## src/rtl/dbt_pkg.sv

```systemverilog
package dbt_pkg;

    typedef enum logic [2:0] {
        CMD_MRS = 3'b000,
        CMD_REF = 3'b001,
        CMD_PRE = 3'b010,
        CMD_ACT = 3'b011,
        CMD_WR  = 3'b100,
        CMD_RD  = 3'b101,
        CMD_BST = 3'b110,
        CMD_NOP = 3'b111
    } cmd_t;

    typedef enum logic [1:0] {
        PM_NORMAL = 2'd0,
        PM_PDPRE  = 2'd1,
        PM_PDACT  = 2'd2,
        PM_SREF   = 2'd3
    } pmode_t;

    typedef enum logic {
        BK_IDLE   = 1'b0,
        BK_ACTIVE = 1'b1
    } bank_st_t;

endpackage

```

## src/rtl/dbt_cmd_decode.sv

```systemverilog
module dbt_cmd_decode
    import dbt_pkg::*;
(
    input  logic       cs_n,
    input  logic [2:0] cmd_raw,
    output logic       is_act,
    output logic       is_rdwr,
    output logic       is_pre,
    output logic       is_ref
);

    cmd_t code;

    always_comb begin
        code    = cmd_t'(cmd_raw);
        is_act  = 1'b0;
        is_rdwr = 1'b0;
        is_pre  = 1'b0;
        is_ref  = 1'b0;
        if (!cs_n) begin
            unique case (code)
                CMD_ACT:         is_act  = 1'b1;
                CMD_RD, CMD_WR:  is_rdwr = 1'b1;
                CMD_PRE:         is_pre  = 1'b1;
                CMD_REF:         is_ref  = 1'b1;
                CMD_MRS, CMD_BST, CMD_NOP: ;
            endcase
        end
    end

endmodule

```

## src/rtl/dbt_bank.sv

```systemverilog
module dbt_bank
    import dbt_pkg::*;
#(
    parameter int ROW_W = 14
) (
    input  logic             clk,
    input  logic             rst_n,
    input  logic             open_req,
    input  logic             close_req,
    input  logic [ROW_W-1:0] row_in,
    output logic             is_open,
    output logic [ROW_W-1:0] row_q
);

    bank_st_t st_q, st_d;
    logic [ROW_W-1:0] row_d;

    always_ff @(posedge clk or negedge rst_n) begin
        if (!rst_n) begin
            st_q  <= BK_IDLE;
            row_q <= '0;
        end else begin
            st_q  <= st_d;
            row_q <= row_d;
        end
    end

    always_comb begin
        st_d  = st_q;
        row_d = row_q;
        unique case (st_q)
            BK_IDLE: if (open_req) begin
                st_d  = BK_ACTIVE;
                row_d = row_in;
            end
            BK_ACTIVE: if (close_req) st_d = BK_IDLE;
        endcase
    end

    always_comb is_open = (st_q == BK_ACTIVE);


    open_row_chk: assert property (@(posedge clk) disable iff (!rst_n)
        open_req |=> (is_open && row_q == $past(row_in)));


    close_idle_chk: assert property (@(posedge clk) disable iff (!rst_n)
        close_req |=> !is_open);

endmodule

```

## src/rtl/dbt_power_fsm.sv

```systemverilog
module dbt_power_fsm
    import dbt_pkg::*;
(
    input  logic   clk,
    input  logic   rst_n,
    input  logic   cke,
    input  logic   sref_req,
    input  logic   any_open,
    output pmode_t mode_q,
    output pmode_t mode_out,
    output logic   cmd_window,
    output logic   sref_bad
);

    pmode_t mode_d;

    always_ff @(posedge clk or negedge rst_n) begin
        if (!rst_n) mode_q <= PM_NORMAL;
        else        mode_q <= mode_d;
    end

    always_comb begin
        mode_d   = mode_q;
        sref_bad = 1'b0;
        unique case (mode_q)
            PM_NORMAL: if (!cke) begin
                if (sref_req) begin
                    if (any_open) begin
                        sref_bad = 1'b1;
                        mode_d   = PM_PDACT;
                    end else begin
                        mode_d   = PM_SREF;
                    end
                end else begin
                    mode_d = any_open ? PM_PDACT : PM_PDPRE;
                end
            end
            PM_PDPRE, PM_PDACT: if (cke) mode_d = PM_NORMAL;
            PM_SREF:            if (cke) mode_d = PM_NORMAL;
        endcase
    end

    always_comb begin
        mode_out   = (mode_q == PM_SREF && cke) ? PM_NORMAL : mode_q;
        cmd_window = (mode_q == PM_NORMAL) && cke;
    end


    pd_wake_chk: assert property (@(posedge clk) disable iff (!rst_n)
        ((mode_q == PM_PDPRE || mode_q == PM_PDACT) && cke) |=> mode_q == PM_NORMAL);


    pd_kind_chk: assert property (@(posedge clk) disable iff (!rst_n)
        (mode_q == PM_NORMAL && !cke && !sref_req)
        |=> mode_q == ($past(any_open) ? PM_PDACT : PM_PDPRE));


    sref_idle_chk: assert property (@(posedge clk) disable iff (!rst_n)
        (mode_q == PM_NORMAL && !cke && sref_req)
        |=> ((mode_q == PM_SREF) == !$past(any_open)));

endmodule

```

## src/rtl/dram_bank_tracker.sv

```systemverilog
module dram_bank_tracker
    import dbt_pkg::*;
#(
    parameter int NUM_BANKS = 4,
    parameter int ROW_W     = 14,
    parameter int BURST_CYC = 4,
    localparam int BA_W     = $clog2(NUM_BANKS),
    localparam int BC_W     = $clog2(BURST_CYC + 1)
) (
    input  logic                       clk,
    input  logic                       rst_n,
    input  logic                       cs_n,
    input  logic [2:0]                 cmd,
    input  logic [BA_W-1:0]            ba,
    input  logic                       a10,
    input  logic [ROW_W-1:0]           row,
    input  logic                       cke,
    output logic [NUM_BANKS-1:0]       bank_open,
    output logic [NUM_BANKS*ROW_W-1:0] open_rows,
    output logic [1:0]                 power_mode,
    output logic                       illegal
);

    logic is_act, is_rdwr, is_pre, is_ref;
    logic any_open, cmd_window, sref_bad;
    logic sel_open, act_bad, rdwr_bad, rdwr_ok, burst_drop;
    logic [BC_W-1:0] burst_q;
    logic burst_busy;
    pmode_t mode_q, mode_out;

    dbt_cmd_decode u_dec (
        .cs_n    (cs_n),
        .cmd_raw (cmd),
        .is_act  (is_act),
        .is_rdwr (is_rdwr),
        .is_pre  (is_pre),
        .is_ref  (is_ref)
    );

    always_comb begin
        any_open   = |bank_open;
        sel_open   = bank_open[ba];
        act_bad    = cmd_window && is_act && sel_open;
        rdwr_bad   = cmd_window && is_rdwr && !sel_open;
        rdwr_ok    = cmd_window && is_rdwr && sel_open;
        burst_busy = (burst_q != '0);
        burst_drop = (mode_q == PM_NORMAL) && !cke && burst_busy;
    end

    for (genvar i = 0; i < NUM_BANKS; i++) begin : g_bank
        logic hit;
        always_comb hit = (ba == BA_W'(i));
        dbt_bank #(.ROW_W(ROW_W)) u_bank (
            .clk       (clk),
            .rst_n     (rst_n),
            .open_req  (cmd_window && is_act && hit && !bank_open[i]),
            .close_req (cmd_window && is_pre && (a10 || hit)),
            .row_in    (row),
            .is_open   (bank_open[i]),
            .row_q     (open_rows[i*ROW_W +: ROW_W])
        );
    end

    dbt_power_fsm u_pwr (
        .clk        (clk),
        .rst_n      (rst_n),
        .cke        (cke),
        .sref_req   (is_ref),
        .any_open   (any_open),
        .mode_q     (mode_q),
        .mode_out   (mode_out),
        .cmd_window (cmd_window),
        .sref_bad   (sref_bad)
    );

    always_ff @(posedge clk or negedge rst_n) begin
        if (!rst_n) begin
            burst_q <= '0;
            illegal <= 1'b0;
        end else begin
            if (rdwr_ok)         burst_q <= BC_W'(BURST_CYC);
            else if (burst_busy) burst_q <= burst_q - 1'b1;
            illegal <= act_bad || rdwr_bad || burst_drop || sref_bad;
        end
    end

    always_comb power_mode = mode_out;


    cs_ignore_chk: assert property (@(posedge clk) disable iff (!rst_n)
        cs_n |=> ($stable(bank_open) && $stable(open_rows)));


    burst_drop_chk: assert property (@(posedge clk) disable iff (!rst_n)
        (mode_q == PM_NORMAL && !cke && burst_busy) |=> illegal);


    act_twice_chk: assert property (@(posedge clk) disable iff (!rst_n)
        (cmd_window && is_act && sel_open) |=> (illegal && $stable(open_rows)));

endmodule

```

## config.mk

```make
export PLATFORM = sky130hd
export DESIGN_NAME = dram_bank_tracker
export DESIGN_NICKNAME = d
export VERILOG_FILES = /design/src/rtl/dbt_pkg.sv /design/src/rtl/dbt_cmd_decode.sv /design/src/rtl/dbt_bank.sv /design/src/rtl/dbt_power_fsm.sv /design/src/rtl/dram_bank_tracker.sv
export SDC_FILE = /design/constraint.sdc
export NUM_CORES = 1
export LEC_CHECK = 0
export ABC_AREA = 1
export BUFFER_PORTS_ARGS = -buffer_cell sky130_fd_sc_hd__buf_2
export CAP_MARGIN = 20
export CELL_PAD_IN_SITES_DETAIL_PLACEMENT = 0
export CELL_PAD_IN_SITES_GLOBAL_PLACEMENT = 1
export CORE_ASPECT_RATIO = 0.9
export CORE_MARGIN = 4
export CORE_UTILIZATION = 37
export DETAILED_ROUTE_END_ITERATION = 6
export MAX_ROUTING_LAYER = met4
export PLACE_DENSITY = 0.82
export RECOVER_POWER = 25
export SLEW_MARGIN = 20
export SYNTH_ARGS = -nofsm -noshare
export SYNTH_HDL_FRONTEND = slang
export SYNTH_SLANG_ARGS = --single-unit
```

## constraint.sdc

```tcl
create_clock -name clk -period 2 [get_ports clk]
set_clock_uncertainty 0.15 [all_clocks]
set_input_delay 0.5 -clock clk [delete_from_list [all_inputs] [get_ports clk]]
set_output_delay 0.5 -clock clk [all_outputs]
set_load 0.005 [all_outputs]
```

==> metrics <==
Clk Tree Root Cell=clkbuf_8; placed cell area=0.00344 sq mm; Top Ports=87; Syn Nets=378; WL final=7950 microns; die width=102 microns; crit path buf inv count=2; Synth Warn #=0; Yosys reg bits=66; initial antenna violation count=0; Period minus WS final=1.67 ns; Die ar.=0.00940 sq mm; status=finished clean; CTS Buf Count=9; Finished Cell Area=0.00369 sq mm; Antenna diodes=0; CTS max path bufs=2; Peak Freq=0.597 GHz; Residual DRC=0; pwr/cell area=1140 mW/mm^2; Synth cell types=21; final setup TNS=0 ns; non-filler cells, final=541; highest-count cells in the layout ignoring fill and taps=nand2_1, buf_2, dfrtp_1, nand3_1, inv_1; Reg-to-Reg Start=u_pwr.mode_q[0]$_DFFE_PN0P_; clk_lat worst skew=0.33 ns; Reg clk slew, reported paths=0.07 ns; post-DP HPWL=5620 microns; post-synthesis average cell area=8.31 sq um; Final Hold Viols=0; vias in the first global route=2,547; Pleak=2.24 nW; Initial Util=38.4%; Worst EP arrival=1.02 ns; htree depth=3; synthesized area=0.00293 sq mm; unrepaired setup endpoints after global routing=no; Synth area leaders=dfrtp_1, nand2_1, nand3_1; # clock sinks=66; Routed Antenna Nets=0; worst-path cell chain=inv_1, a21oi_1, buf_2; Rel. slew slack=68.3%; Fillers=749; slew of the pin with the lowest slew margin=0.475 ns; crit-path leading delay family=flip-flops; post-synth top area cell=dfrtp_1; Worst Hold Endpoint=u_pwr.mode_q[0]$_DFFE_PN0P_; share of Yosys cell area claimed by the top area cell type=56.4%; Initial DRC Count=115; Tcrit/Tclk final=83.7%; Routed wire per std cell=14.7 microns; Syn-to-layout area delta=26.2%; R2R setup slack=0.36 ns; nature of the critical path startpoint=register; share of layout cells above drive strength 1=27.9%; TritonRoute pass-1 iters=5; Placer Congestion=0.802; Inst Count DP=524; core area=0.00762 sq mm; die height=92.4 microns; total of max-cap violations=0; Cell Rows=30; Critical Path Slowest Stage Cell=dfrtp_1; vias per cell=4.85; Max FO, Critical Path=3; Seq/Total Area, Yosys=56.4%; Worst Path Required=1.35 ns; Worst setup EP type=output pin; vias=2,622; final setup fails=0; Util after Layout=48.5%; setup bufs post-CTS=0; Crit path largest cell delay=0.37 ns; post-placement setup slack=0.182 ns; R2R Path End=g_bank[3].u_bank.row_q[5]$_DFFE_PN0P_; commonest non-fill, non-tap cell in the layout=nand2_1; # nets final=466; Hold Crit Depth=2; Congestion Overflow GR=0; CP Class=register to output pin; Slew Viols, Final=0; Cells after Synth=352; Peak VDD IR=0.393 mV; reg2reg path depth=6; port buffer count=86; GRT Total Usage=18.4%; HP Class=input port to register; largest net degree at the start of global routing=31; first-pass GRT wire length=13,100 microns; CTS tree=built; final worst setup slack=0.326 ns; Hold Path Origin=cke
==> registers in the layout (all words and copies together), names as in the netlist <==
name	cells
g_bank.u_bank.row_q	56
burst_q	3
u_pwr.mode_q	2
illegal	1
g_bank.u_bank.is_open	4
==> cell families (layout without fill, tap and decap cells) <==
kind of cell / after synthesis / in the layout / synth area share (%)
AOI/OAI and AO/OA: 11 / 11 / 1.92
and+or+nand+nor: 227 / 227 / 32.7
xor gates and xnor gates: 2 / 2 / 0.599
DFF: 66 / 66 / 56.4
buffers and inverters: 44 / 137 / 7.48
adders and majority gates: 2 / 2 / 0.855
==> synth_stat cells <==
cell type	instances
nand3_1	65
buf_4	4
nand4_1	1
a21oi_1	2
nor2_4	1
clkbuf_1	4
o21ai_1	1
nor3_1	1
inv_1	18
ha_1	2
nand2_2	5
nand2_1	146
nor2_1	8
inv_2	7
xnor2_1	1
o21ai_0	7
buf_2	7
xor2_1	1
dfrtp_1	66
o22ai_1	1
buf_6	4
==> routing by layer <==
| metal | track usage, % | share of wire, % | vias to the layer above |
|---|---|---|---|
| met5 | - | 0 | - |
| met4 | 3.99 | 0.50 | 0 |
| met3 | 5.57 | 8.1 | 4 |
| met2 | 27.3 | 46 | 98 |
| met1 | 24.9 | 45 | 1240 |
| li1 | - | - | 1280 |
==> where the power goes <==
| group | switching, mW | internal, mW | total [mW] |
|---|---|---|---|
| Combinational | 0.537 | 0.392 | 0.929 |
| Clock | 0.535 | 0.954 | 1.49 |
| Sequential | 0.171 | 1.61 | 1.78 |
==> repair_timing <==
action | 4_1_cts | 5_1_grt
hold endpoints to repair | 17 | 0
hold buffers | 1 | 0
resized for setup | 0 | 0
==> cell type report <==
class	instances	area [sq um]	area share [%]
timing repair buffer	96	505	13.7
multi-input combinational	242	1060	28.6
clock buffer	9	124	3.35
tap	96	120	3.25
inverter	25	93.8	2.54
clock inverter	7	141	3.83
sequential	66	1650	44.7
==> how the worst max path moves through the flow <==
| stage | from | to | slack (ns) | depth (start not counted) |
|---|---|---|---|---|
| global placement | cs_n | g_bank[3].u_bank.row_q[3]$_DFFE_PN0P_ | 0.22 | 7 |
| finish | u_pwr.mode_q[1]$_DFFE_PN0P_ | power_mode[1] | 0.33 | 3 |
| global route | rst_n | g_bank[2].u_bank.row_q[10]$_DFFE_PN0P_ | 0.17 | 3 |
| floorplan | ba[0] | g_bank[2].u_bank.row_q[10]$_DFFE_PN0P_ | 0.44 | 7 |
| detailed placement | cs_n | g_bank[3].u_bank.row_q[5]$_DFFE_PN0P_ | 0.18 | 7 |
| CTS | u_pwr.mode_q[1]$_DFFE_PN0P_ | power_mode[1] | 0.32 | 3 |
==> stage by stage <==
stage | hold slack (ns) | total power, mW
after floorplan | 0.0544 | 2.31
after global placement | 0.300 | 2.73
after detailed placement | 0.303 | 2.75
after CTS | 0.261 | 4.24
after global routing | 0.270 | 4.47
final | 0.288 | 4.20
(Power assumes the default switching activity.)
